===== config.mk =====
export PLATFORM = sky130hd
export DESIGN_NAME = ppu_frame_timer
export DESIGN_NICKNAME = d
export VERILOG_FILES = /design/src/rtl/ppu_timing_pkg.sv /design/src/rtl/ppu_dot_line_counter.sv /design/src/rtl/ppu_region_decode.sv /design/src/rtl/ppu_vblank_status.sv /design/src/rtl/ppu_frame_timer.sv
export SDC_FILE = /design/constraint.sdc
export NUM_CORES = 1
export LEC_CHECK = 0
export CAP_MARGIN = 5
export CORE_UTILIZATION = 40
export CTS_CLUSTER_SIZE = 16
export DETAILED_ROUTE_END_ITERATION = 6
export GPL_ROUTABILITY_DRIVEN = 1
export GPL_TIMING_DRIVEN = 0
export MAX_ROUTING_LAYER = met4
export PLACE_DENSITY_LB_ADDON = 0.05
export SLEW_MARGIN = 20
export SYNTH_ARGS = -nofsm -noshare
export SYNTH_HDL_FRONTEND = slang
export SYNTH_SLANG_ARGS = --single-unit

===== constraint.sdc =====
create_clock -name clk -period 2.1 [get_ports clk]
set_input_delay 0.42 -clock clk [delete_from_list [all_inputs] [get_ports clk]]
set_output_delay 0.42 -clock clk [all_outputs]
set_load 0.02 [all_outputs]

===== src/rtl/ppu_timing_pkg.sv =====
package ppu_timing_pkg;
  // Region flags decoded from the raster position.
  typedef struct packed {
    logic render;
    logic vblank;
    logic dummy;
  } region_t;
endpackage


===== src/rtl/ppu_dot_line_counter.sv =====
module ppu_dot_line_counter #(
  parameter int DOTS   = 341,
  parameter int LINES  = 262,
  parameter int DOT_W  = 9,
  parameter int LINE_W = 9
) (
  input  logic              clk,
  input  logic              rst_n,
  input  logic              dot_en,
  output logic [DOT_W-1:0]  dot_x,
  output logic [LINE_W-1:0] line_y
);
  localparam logic [DOT_W-1:0]  LAST_DOT  = DOT_W'(DOTS - 1);
  localparam logic [LINE_W-1:0] LAST_LINE = LINE_W'(LINES - 1);

  always_ff @(posedge clk) begin
    if (!rst_n) begin
      dot_x  <= '0;
      line_y <= '0;
    end else if (dot_en) begin
      if (dot_x == LAST_DOT) begin
        dot_x  <= '0;
        line_y <= (line_y == LAST_LINE) ? '0 : line_y + 1'b1;
      end else begin
        dot_x <= dot_x + 1'b1;
      end
    end
  end
endmodule


===== src/rtl/ppu_region_decode.sv =====
module ppu_region_decode
  import ppu_timing_pkg::*;
#(
  parameter int VIS_DOTS  = 256,
  parameter int VIS_LINES = 240,
  parameter int SET_LINE  = 241,
  parameter int CLR_LINE  = 261,
  parameter int DOT_W     = 9,
  parameter int LINE_W    = 9
) (
  input  logic [DOT_W-1:0]  dot_x,
  input  logic [LINE_W-1:0] line_y,
  output region_t           region
);
  logic line_visible;
  logic dot_visible;

  always_comb begin
    line_visible  = (line_y < LINE_W'(VIS_LINES));
    dot_visible   = (dot_x >= DOT_W'(1)) && (dot_x <= DOT_W'(VIS_DOTS));
    region.render = line_visible && dot_visible;
    region.vblank = (line_y >= LINE_W'(SET_LINE)) && (line_y < LINE_W'(CLR_LINE));
    region.dummy  = (line_y == LINE_W'(VIS_LINES)) || (line_y == LINE_W'(CLR_LINE));
  end
endmodule


===== src/rtl/ppu_vblank_status.sv =====
module ppu_vblank_status #(
  parameter int SET_LINE = 241,
  parameter int CLR_LINE = 261,
  parameter int FLAG_DOT = 1,
  parameter int DOT_W    = 9,
  parameter int LINE_W   = 9
) (
  input  logic              clk,
  input  logic              rst_n,
  input  logic              dot_en,
  input  logic [DOT_W-1:0]  dot_x,
  input  logic [LINE_W-1:0] line_y,
  input  logic              status_rd,
  input  logic              nmi_enable,
  output logic              vbl_flag,
  output logic              nmi_req
);
  localparam logic [DOT_W-1:0] PRE_DOT = DOT_W'(FLAG_DOT - 1);

  logic set_evt;
  logic clr_evt;

  always_comb begin
    set_evt = dot_en && (dot_x == PRE_DOT) && (line_y == LINE_W'(SET_LINE));
    clr_evt = dot_en && (dot_x == PRE_DOT) && (line_y == LINE_W'(CLR_LINE));
  end

  // The setting edge takes priority over a read on the same edge.
  always_ff @(posedge clk) begin
    if (!rst_n)                     vbl_flag <= 1'b0;
    else if (set_evt)               vbl_flag <= 1'b1;
    else if (clr_evt || status_rd)  vbl_flag <= 1'b0;
  end

  assign nmi_req = vbl_flag && nmi_enable;
endmodule


===== src/rtl/ppu_frame_timer.sv =====
module ppu_frame_timer
  import ppu_timing_pkg::*;
#(
  parameter int DOTS_PER_LINE   = 341,
  parameter int LINES_PER_FRAME = 262,
  parameter int VIS_DOTS        = 256,
  parameter int VIS_LINES       = 240,
  parameter int FLAG_DOT        = 1
) (
  input  logic       clk,
  input  logic       rst_n,
  input  logic       dot_en,
  input  logic       nmi_enable,
  input  logic       status_rd,
  output logic [7:0] status_data,
  output logic [8:0] dot_x,
  output logic [8:0] line_y,
  output logic       render_active,
  output logic       in_vblank,
  output logic       in_dummy,
  output logic       nmi_req
);
  localparam int DOT_W    = $clog2(DOTS_PER_LINE);
  localparam int LINE_W   = $clog2(LINES_PER_FRAME);
  localparam int SET_LINE = VIS_LINES + 1;
  localparam int CLR_LINE = LINES_PER_FRAME - 1;

  logic [DOT_W-1:0]  dot_q;
  logic [LINE_W-1:0] line_q;
  region_t           region;
  logic              vbl_flag;

  ppu_dot_line_counter #(
    .DOTS(DOTS_PER_LINE), .LINES(LINES_PER_FRAME), .DOT_W(DOT_W), .LINE_W(LINE_W)
  ) u_cnt (
    .clk(clk), .rst_n(rst_n), .dot_en(dot_en), .dot_x(dot_q), .line_y(line_q)
  );

  ppu_region_decode #(
    .VIS_DOTS(VIS_DOTS), .VIS_LINES(VIS_LINES), .SET_LINE(SET_LINE),
    .CLR_LINE(CLR_LINE), .DOT_W(DOT_W), .LINE_W(LINE_W)
  ) u_dec (
    .dot_x(dot_q), .line_y(line_q), .region(region)
  );

  ppu_vblank_status #(
    .SET_LINE(SET_LINE), .CLR_LINE(CLR_LINE), .FLAG_DOT(FLAG_DOT),
    .DOT_W(DOT_W), .LINE_W(LINE_W)
  ) u_vbl (
    .clk(clk), .rst_n(rst_n), .dot_en(dot_en), .dot_x(dot_q), .line_y(line_q),
    .status_rd(status_rd), .nmi_enable(nmi_enable),
    .vbl_flag(vbl_flag), .nmi_req(nmi_req)
  );

  assign dot_x         = 9'(dot_q);
  assign line_y        = 9'(line_q);
  assign render_active = region.render;
  assign in_vblank     = region.vblank;
  assign in_dummy      = region.dummy;
  assign status_data   = {vbl_flag, 7'b0};
endmodule


After elaboration in Yosys (flattened, before gate mapping) --
Index checks and enable logic that the tools add are counted.
Cells by class: add/sub/neg operators 2, shifts and indexed selects 0, muxes and demuxes 4, magnitude comparators 5, multiply operators 0, divide/modulo/power cells 0, bitwise operators 0, reduce and logical (&&, ||, !) cells 12, eq/ne operators 4
Operators by type and width (count):
- 9-bit by 1-bit adder with 9-bit output, second input constant | 2
- 9-bit by 8-bit equality test with 1-bit output, second input constant | 2
- 9-bit equality test, second input constant | 2
- 9-bit 2-to-1 mux | 2
- 9-bit by 1-bit >= comparator with 1-bit output, second input constant | 1
- 9-bit by 8-bit >= comparator with 1-bit output, second input constant | 1
- 9-bit <= comparator, second input constant | 1
- 9-bit logical NOT | 1
- 9-bit by 8-bit less-than comparator with 1-bit output, second input constant | 1
- 9-bit less-than comparator, second input constant | 1
- 1-bit logical AND | 7
- 1-bit logical OR | 2
- 1-bit 2-to-1 mux | 2
- 2-bit AND reduction | 1
- 2-bit nonzero test | 1
Word-level totals: RAM bits 0, bits in latches 0, register bits 19, bits in read-only memories 0, memories kept 0

Logic depth before layout (Yosys ltp) --
Gate-level depths: netlist of run 1.
depth after elaboration 6, gate-level depth with buffers 7, depth with buffers taken out 6

Cells and area by module --
From an unflattened synthesis of run 1, not the netlist that was laid out.
Second synthesis, totals: cell total of the unflattened synthesis 146, area total of the unflattened synthesis 1193.6 µm²
By module, submodules not included:
- ppu_dot_line_counter | times used 1, area an instance 894.6 µm², seq. area each 360.3 µm², cells each 103
- ppu_region_decode | times used 1, area an instance 121.4 µm², seq. area each 0.0 µm², cells each 18
- ppu_vblank_status | times used 1, area an instance 113.9 µm², seq. area each 20.0 µm², cells each 16
- ppu_frame_timer | times used 1, area an instance 63.8 µm², seq. area each 0.0 µm², cells each 9

Least setup slack after synthesis of run 1 --
OpenSTA, ideal clock, no wires.
path type flip-flop to output port, start register u_cnt.dot_x[0], end output port render_active, setup slack 226 ps, data arrival time 1454 ps, stages on the path, launching flop included 6, buffers on the path 0, data required time 1680 ps, cells stage by stage dfxtp_1 > inv_1 > ha_1 > nor4b_4 > a31oi_1 > nor3_1
Between the ends: longest elaborated chain between the ends 3
RTL lines:
- start: declaration | RTL line ppu_dot_line_counter.sv:10 | output logic [DOT_W-1:0] dot_x,
- start signal: assignment | RTL line ppu_dot_line_counter.sv:25 | dot_x <= dot_x + 1'b1;
- 9-bit by 1-bit >= comparator with 1-bit output / 9-bit <= comparator (equally long branches) | RTL line ppu_region_decode.sv:20 | dot_visible = (dot_x >= DOT_W'(1)) && (dot_x <= DOT_W'(VIS_DOTS));
- 1-bit logical AND (*) | RTL line ppu_region_decode.sv:20
- 1-bit logical AND (*) | RTL line ppu_region_decode.sv:21 | region.render = line_visible && dot_visible;
- end: declaration | RTL line ppu_frame_timer.sv:18 | output logic render_active,
Every way passes the cells marked *; elsewhere a longest branch is shown, timed or not.

Worst setup path in the final report of run 1 --
Ends and elaborated chain as after synthesis.

==> results.md, run 1 <==
- Synth Instances: 148
- Crit-path max FO: 7
- Core Rows: 19
- Residual DRC count: 5
- Clk sink count: 19
- EDFF count, synth: 0
- Synth async-reset ratio: 0
- Area leader, netlist: dfxtp_1
- Run status: complete, but fails checks
- Clk_lat worst skew: 0.31 ns
- Syn_area_per_cell: 8.41 µm²
- DR pass1 iterations: 6
- Register Area: 399 µm²
- Power Dens Cells: 410 mW/mm²
- I/O Pins: 35
- Clk pin slew, worst setup/hold paths: 0.13 ns
- Top FF cell, synth: dfxtp_1
- Placed cell area: roughly 0.0016 mm²
- DR iter-0 viols: 54
- Setup crit start kind: flip-flop
- Yosys warnings: 0
- Synth Register Bits: 19
- Final Cell Area: 0.00166 mm²
- Total gr overflow: 0
- Crit path required time: 1.68 ns
- Clk_skew: 0.00920 ns
- Die area: approximately 0.0033 mm²
- Hold Buf Count CTS: 0
- RD Place Congestion: around 0.84
- Violated checks: DRC
- Static Leak: between 0.0006 and 0.0007 µW
- Slew Limit Fails: 0
- Critical-path cell list: inv_2 -> ha_4 -> nor4b_4 -> a31oi_1 -> nor3_1 -> buf_2
- Synth unique cells: between 40 and 50
- Critical path arrival: 1.64 ns
- Port buffer count: 25
- Synth area leaders: dfxtp_1 31%, ha_1 6.0%, nand2_1 5.4%
- Commonest cells post-synth: 19 x dfxtp_1, 18 x nand2_1, 14 x nor2_1
- Layout Nets: 200
- Vias per cell: 5.54
- Die Y: 57.8 µm
- First-pass GRT wire length: 5150 µm
- Sequential share of power: 0.543
- Crit path time final: between 2 and 2.5 ns
- Fin Setup TNS: 0 ns
- Die Span X: 57.8 µm
- Via count: 1214
- Clock buffer depth: 2
- Synthesized area: 0.00124 mm²
- CTS root buf: clkbuf_4
- Fill cells: 280
- Cell Int Power: between 400 and 500 µW
- Core Region: 0.00285 mm²
- Sw Share: 0.285
- Most common cell in the netlist: dfxtp_1
- H-tree depth: 1
- Antenna-violating nets left: 0
- Initial antenna violation count: 0
- Final WS setup: 0.0437 ns
- Layout cells sized above 1: 0.255
- Final hold violations: 0
- Max incr delay on CP: approximately 0.39 ns
- RSZ-0062 raised after global routing: true
- Crit share post-route: 0.979
- Worst setup EP type: output port
- Slowest-stage cell, CP: dfxtp_4
- Area occupied by multi-input gates: 795 µm²
- Wire per inst: 14.0 µm
- Tot Pwr: about 680 µW
- Switching power: 194 µW
- Gr usage total: 0.204
- TritonCTS buffer count: 3
- CP Class: flip-flop to output port
- Max Cap Viol: 0
- Setup WS pre-CTS: -0.231 ns
- Starting Density: 0.436
- Clock share of power: 0.291
- Detailed Route WL: 3070 µm
- Post-synth top area share: 0.306
- Max VDD drop: 0.000244 V
- TritonCTS clock tree: built
- Combinational fraction of design power: 0.166
- Vias in the first global route: roughly 1100
- WHS: 0.409 ns
- Min-Delay Path Class: input pin to flip-flop
- Dpl hpwl: between 2000 and 2500 µm
- Sequential element share of the synthesized area: 0.306
- # diodes: 0
- Area growth, synth to finish: 33.7%
- Setup violators final: 0
- Fmax: 486 MHz
- Largest net degree at the start of global routing: 12
worst max-delay path: cells and delay by family (launching register included):
kind            cells  cell delay [ns]
compound gates      1             0.13
fa+ha+maj           1             0.12
buf+inv             2             0.27
flops               1             0.39
simple gates        2             0.42
worst paths after layout:
check                           cells after the start  slack [ns]                           end                         start
worst max-delay path                                6        0.04                 render_active   u_cnt.dot_x[0]$_SDFFE_PN0P_
worst max register to register                      8        0.42   u_cnt.dot_x[1]$_SDFFE_PN0P_   u_cnt.dot_x[0]$_SDFFE_PN0P_
worst min-delay path                                3        0.41  u_cnt.line_y[3]$_SDFFE_PN0P_                         rst_n
worst min register to register                      2        0.53  u_cnt.line_y[1]$_SDFFE_PN0P_  u_cnt.line_y[1]$_SDFFE_PN0P_
kinds of logic (layout without fill, tap and decap cells):
family / after synthesis / in the layout / share of synthesized area
xor gates and xnor gates: 8 / 8 / 0.0563
and+or+nand+nor: 72 / 72 / 0.343
buffers and inverters: 18 / 52 / 0.104
other: 1 / 7 / 0.00301
adders and majority gates: 6 / 6 / 0.0603
muxes: 1 / 1 / 0.00804
DFF: 19 / 19 / 0.306
AOI/OAI and AO/OA: 23 / 23 / 0.121
layout make-up:
type	instances	share of cell area
sequential	19	0.240
clock buffer	3	0.0135
tap	31	0.0233
buffer	14	0.0684
inverter	4	0.0105
timing repair buffer	30	0.164
clock inverter	1	0.00301
multi-input combinational	117	0.477
sequential cells by signal, indices dropped and copies added (netlist names):
| name | flops |
|---|---|
| u_vbl.vbl_flag | 1 |
| u_cnt.dot_x | 9 |
| u_cnt.line_y | 9 |
per-layer routing:
metal | GRT usage | share of wire
met4 | 0.0816 | 0.0094
met5 | - | 0
met3 | 0.0246 | 0.096
met2 | 0.306 | 0.46
met1 | 0.281 | 0.44
stage by stage:
| stage | util | instances |
|---|---|---|
| 2_1_floorplan | - | 154 |
| 3_3_place_gp | 0.546 | 210 |
| 3_5_place_dp | 0.546 | 210 |
| 6_report | 0.583 | 219 |
| 5_1_grt | 0.583 | 219 |
| 4_1_cts | 0.564 | 217 |
power by group through the flow:
stage | clock, µW | combinational, µW | sequential (µW)
global route | 217 | 123 | 372
detailed placement | 0 | 102 | 380
CTS | 203 | 103 | 371
floorplan | 0 | 67.8 | 384
finish | 198 | 113 | 370
global placement | 0 | 101 | 379
timing repair:
action / in CTS / in global routing
pin swaps: 1 / 4
buffers inserted: 3 / 2
gates resized for setup: 19 / 16
hold endpoints to repair: 0 / 0
setup endpoints to repair: 3 / 3
placed cells by master, fill, tap and decap left out, types with 2 or more instances in the layout:
cell              n
buf_2             3
clkbuf_4          4
clkbuf_8          2
clkbuf_1          2
dfxtp_2           3
nand4_1           6
clkdlybuf4s50_1  22
o22ai_1           3
dfxtp_4           4
buf_4            13
nand3_1           6
and3_1            3
xor2_1            5
conb_1            7
o21ai_0           5
nor3_1            3
nor2_1           14
nand2_1          18
nand2_2           2
inv_2             2
ha_4              2
dfxtp_1          12
a21oi_1           7
a31oi_1           2
a21boi_0          2
nand4b_1          5
xnor2_1           3
ha_1              4
No activity file was read; power rests on OpenSTA's default activity.
==> inputs of run 2 (changes only) <==
- CORE_MARGIN: not set -> 5
- CTS_CLUSTER_SIZE: 16 -> 10
- SETUP_SLACK_MARGIN: not set -> 0.4
==> results.md, run 2 (synthesized netlist as in run 1, its figures left out) <==
- Commonest non-fill, non-tap cell in the layout: buf_4
- Layout cells sized above 1: 0.337
- Setup violators final: 0
- Largest net degree at the start of global routing: 11
- Port buffer count: 25
- Setup crit start kind: flip-flop
- Initial antenna violation count: 0
- Largest registers: u_cnt.dot_x: 9 flops, u_cnt.line_y: 9 flops, u_vbl.vbl_flag: 1 flops
- Vias per cell: 5.07
- Clk sink count: 19
- Gr usage total: 0.166
- Residual DRC count: 0
- Sequential share of power: 0.544
- Starting Density: 0.411
- Critical path arrival: 1.56 ns
- Slew Limit Fails: 0
- Fmax: 504 MHz
- Crit-path max FO: 7
- Clk pin slew, worst setup/hold paths: 0.11 ns
- Layout Nets: 205
- Via count: 1201
- Hold Buf Count CTS: 0
- Vias in the first global route: 1127
- Core Region: 0.00303 mm²
- Placed cell count: 223
- Layout Cells excl Fill: 237
- Sw Share: 0.275
- Static Leak: 0.000768 µW
- Dpl hpwl: 2250 µm
- DR pass1 iterations: 4
- H-tree depth: 1
- I/O Pins: 35
- Worst setup EP type: output port
- Max VDD drop: 0.000379 V
- RD Place Congestion: a little over 0.8
- Combinational fraction of design power: 0.175
- GR Layer Usage met3: 0.0442
- Antenna-violating nets left: 0
- Placed cell area: 0.00159 mm²
- Top Usage Layer GRT: met2
- Commonest non-fill, non-tap cells in the layout: 20 x buf_4, 19 x dlygate4sd2_1, 17 x nand2_1, 13 x nor2_1, 8 x dfxtp_1
- Switching power: 187 µW
- Clock share of power: 0.281
- Max Cap Viol: 0
- Clk_lat worst skew: 0.30 ns
- Power Dens Cells: 391 mW/mm²
- Min-Delay Path Class: input pin to flip-flop
- Final Cell Area: roughly 0.0017 mm²
- TritonCTS clock tree: built
- Clk_skew: 0.00337 ns
- Clock buffer depth: 2
- Crit share post-route: 0.945
- Core Rows: 20
- Crit path required time: 1.68 ns
- Die Y: 65.8 µm
- Cell Int Power: 492 µW
- CTS root buf: clkbuf_4
- Detailed Route WL: about 3200 µm
- Total gr overflow: 0
- First-pass GRT wire length: 5490 µm
- Die area: between 0.004 and 0.005 mm²
- RSZ-0062 raised after global routing: true
- TritonCTS buffer count: 3
- Run status: complete, no violations
- Die Span X: 65.8 µm
- Wire per inst: 13.6 µm
- Crit path time final: a little under 2 ns
- GR Util met2: 0.257
- # diodes: 0
- Met1 Usage GRT: 0.223
- DR iter-0 viols: 54
- Area growth, synth to finish: 39.5%
- Final hold violations: 0
- Final WS setup: around 0.12 ns
- CP Class: flip-flop to output port
- Setup WS pre-CTS: -0.165 ns
==> run 2: changes by cell type in the layout (fill, tap and decap cells not counted), sizes merged <==
cell and change:
clkinv -1, clkbuf +2, clkdlybuf4s50 -20, dlygate4sd2 +19, buf +5
==> run 2: critical path: stages (launching register included) <==
cell and delay [ns]:
dfxtp_4 0.39, inv_2 0.07, ha_4 0.12, nor4b_4 0.22
a31oi_1 0.14, nor3_2 0.17, buf_4 0.16
==> run 2: layout make-up <==
type | count | area (µm²)
Clock buffer | 4 | 26.3
Fill cell | 307 | 1290
Inverter | 4 | 17.5
Multi-Input combinational cell | 117 | 827
Timing Repair Buffer | 35 | 293
Sequential cell | 19 | 404
Buffer | 14 | 114
Tap cell | 44 | 55.1
==> run 2: timing repair <==
item,4_1_cts,5_1_grt
resized for setup,51,16
setup buffers,10,0
setup endpoints to repair,33,15
pin swaps,2,5
==> run 2: stage by stage <==
step            util  setup TNS [ns]  hold WS, ns  power (µW)
3_5_place_dp   0.524          -0.270        0.514         482
2_1_floorplan      -               0        0.519         451
6_report       0.574               0        0.428         679
4_1_cts        0.561               0        0.410         678
5_1_grt        0.574               0        0.433         718
3_3_place_gp   0.524          -0.218        0.510         481
==> run 2: per-layer routing <==
| layer | part of all wire | up-vias | routed length (µm) |
|---|---|---|---|
| li1 | - | 602 | - |
| met1 | 0.46 | 561 | 1490 |
| met2 | 0.46 | 36 | 1490 |
| met3 | 0.074 | 2 | 239 |
| met4 | 0.0056 | 0 | 18 |
| met5 | 0 | - | 0 |
==> run 2: path summary, 6_finish.rpt <==
kind,depth (start not counted),to,slack (ns),startpoint
max,6,render_active,0.12,u_cnt.dot_x[0]$_SDFFE_PN0P_
min,3,u_cnt.line_y[3]$_SDFFE_PN0P_,0.43,rst_n
min reg2reg,2,u_cnt.line_y[7]$_SDFFE_PN0P_,0.53,u_cnt.line_y[7]$_SDFFE_PN0P_
max reg2reg,8,u_cnt.line_y[8]$_SDFFE_PN0P_,0.48,u_cnt.dot_x[0]$_SDFFE_PN0P_
==> run 2: power by group through the flow <==
stage | sequential [µW] | clock, µW | combinational, µW
6_report | 369 | 191 | 119
5_1_grt | 371 | 220 | 127
4_1_cts | 368 | 200 | 110
3_5_place_dp | 379 | 0 | 104
3_3_place_gp | 378 | 0 | 103
2_1_floorplan | 382 | 0 | 69.1
==> inputs of run 3 (changes only) <==
--- a/constraint.sdc
+++ b/constraint.sdc
@@ -3,2 +3,2 @@
 set_output_delay 0.42 -clock clk [all_outputs]
-set_load 0.02 [all_outputs]
+set_load 0.1 [all_outputs]
==> results.md, run 3 (synthesized netlist as in run 1, its figures left out) <==
- Run status: complete, no violations
- Setup WS pre-CTS: -0.654 ns
- Fmax: between 400 and 500 MHz
- Core Rows: 20
- Crit path required time: roughly 1.7 ns
- First-pass GRT wire length: 5830 µm
- Setup crit start kind: flip-flop
- Max Cap Viol: 0
- Crit-path max FO: 4
- Dpl hpwl: 2340 µm
- Slew margin rel.: 0.641
- Residual DRC count: 0
- Power Dens Cells: about 420 mW/mm²
- CP Class: flip-flop to output port
- Max VDD drop: approximately 0.00032 V
- # diodes: 0
- Final hold violations: 0
- Area growth, synth to finish: 48.6%
- Gr usage total: 0.175
- Core Region: 0.00303 mm²
- Placed cell count: 223
- Die Y: approximately 66 µm
- Clk_skew: approximately 0.0038 ns
- TritonCTS clock tree: built
- Layout Cells excl Fill: 239
- Port buffer count: 25
- Largest registers: u_cnt.dot_x: 9 flops, u_cnt.line_y: 9 flops, u_vbl.vbl_flag: 1 flops
- Total gr overflow: 0
- Crit share post-route: 0.971
- Critical-path cell list: inv_4 -> ha_4 -> nor4b_4 -> a31oi_2 -> nor3_4 -> buf_12
- Crit path time final: roughly 2.0 ns
- Die area: 0.00433 mm²
- Commonest non-fill, non-tap cell in the layout: buf_4
- Setup violators final: 0
- DR pass1 iterations: 5
- Max incr delay on CP: 0.38 ns
- Layout Nets: 207
- TritonCTS buffer count: 3
- Layout cells sized above 1: 0.482
- Antenna-violating nets left: 0
- H-tree depth: 1
- DR iter-0 viols: 110
- WHS: 0.441 ns
- Die Span X: 65.8 µm
- Commonest non-fill, non-tap cells in the layout: 19 x buf_4, 17 x nand2_1, 16 x dfxtp_4, 15 x buf_2, 13 x nor2_1
- Initial antenna violation count: 0
- Final WS setup: 0.0602 ns
- Slowest-stage cell, CP: dfxtp_4
- Slew Limit Fails: 0
- RSZ-0062 raised after global routing: true
- Clk_lat worst skew: 0.29 ns
- Starting Density: 0.411
- Critical path arrival: 1.62 ns
- RD Place Congestion: 0.795
- Largest net degree at the start of global routing: 11
- Crit path buffers/inverters: 2
- Vias in the first global route: about 1200
- Clock buffer depth: 2
- Wire per inst: approximately 14 µm
- Vias per cell: 5.13
- CTS root buf: clkbuf_4
- Clk pin slew, worst setup/hold paths: 0.10 ns
- Clk sink count: 19
- Worst setup EP type: output port
- Detailed Route WL: 3280 µm
- Top delay family on crit path: simple AND/OR/NAND/NOR gates
- Min-Delay Path Class: input pin to flip-flop
- Tightest Pin Transition: ~0.54 ns
- I/O Pins: 35
- Static Leak: 0.000760 µW
- Via count: 1225
-- run 3: cell types whose count changed in the layout (fill, tap and decap cells not counted), moves of 3 or more --
cell and delta:
dlygate4sd2_1 -19, dfxtp_4 +12, clkdlybuf4s18_2 +3, dfxtp_2 -5, buf_12 +3, buf_2 +15
dfxtp_1 -7
-- run 3: worst paths after layout --
check                               start                      endpoint  slack [ns]  depth (start not counted)
min                                 rst_n  u_cnt.line_y[3]$_SDFFE_PN0P_        0.44                          3
max reg2reg   u_cnt.dot_x[1]$_SDFFE_PN0P_  u_cnt.line_y[5]$_SDFFE_PN0P_        0.48                          7
max           u_cnt.dot_x[1]$_SDFFE_PN0P_                 render_active        0.06                          6
min reg2reg  u_cnt.line_y[7]$_SDFFE_PN0P_  u_cnt.line_y[7]$_SDFFE_PN0P_        0.52                          2
-- run 3: where the power goes --
| group | switching, µW | internal, µW | leakage, µW |
|---|---|---|---|
| Combinational | 162 | 72.5 | 0.000578 |
| Clock | 106 | 73.8 | 0.0000150 |
| Sequential | 7.23 | 347 | 0.000167 |
-- run 3: what timing repair did --
action | in CTS | in global routing
buffers inserted | 8 | 3
gates resized for setup | 101 | 32
setup endpoints to repair | 23 | 39
gates cloned | 0 | 1
endpoints found under the hold margin | 0 | 0
pin swaps | 6 | 4
hold buffers | 0 | 0
-- run 3: area by class of cell --
class	instances	area (µm²)
fill	269	1180
multi-input combinational	117	880
sequential	19	443
timing repair buffer	37	309
buffer	14	118
tap	44	55.1
clock buffer	4	26.3
inverter	4	20.0
-- run 3: per-stage QoR --
step                 util  total power, µW  setup TNS [ns]  cell area (µm²)
finish              0.611              769               0             1850
global route        0.611              812         -0.0531             1850
CTS                 0.613              775               0             1860
detailed placement  0.569              573           -2.20             1720
global placement    0.569              571           -2.12             1720
floorplan               -              540          -0.209             1420
-- run 3: layer usage --
metal,part of all wire,global-route usage,up-vias
li1,-,-,613
met1,0.44,0.210,582
met2,0.52,0.300,28
met3,0.037,0.0289,2
met4,0.0064,0.0518,0
met5,0,-,-
-- run 3: tightest hold or removal path, delay by kind of cell --
family                 cells  cell delay, ns
and+or+nand+nor            1            0.07
buffers and inverters      1            0.15
AOI/OAI and AO/OA          1            0.06
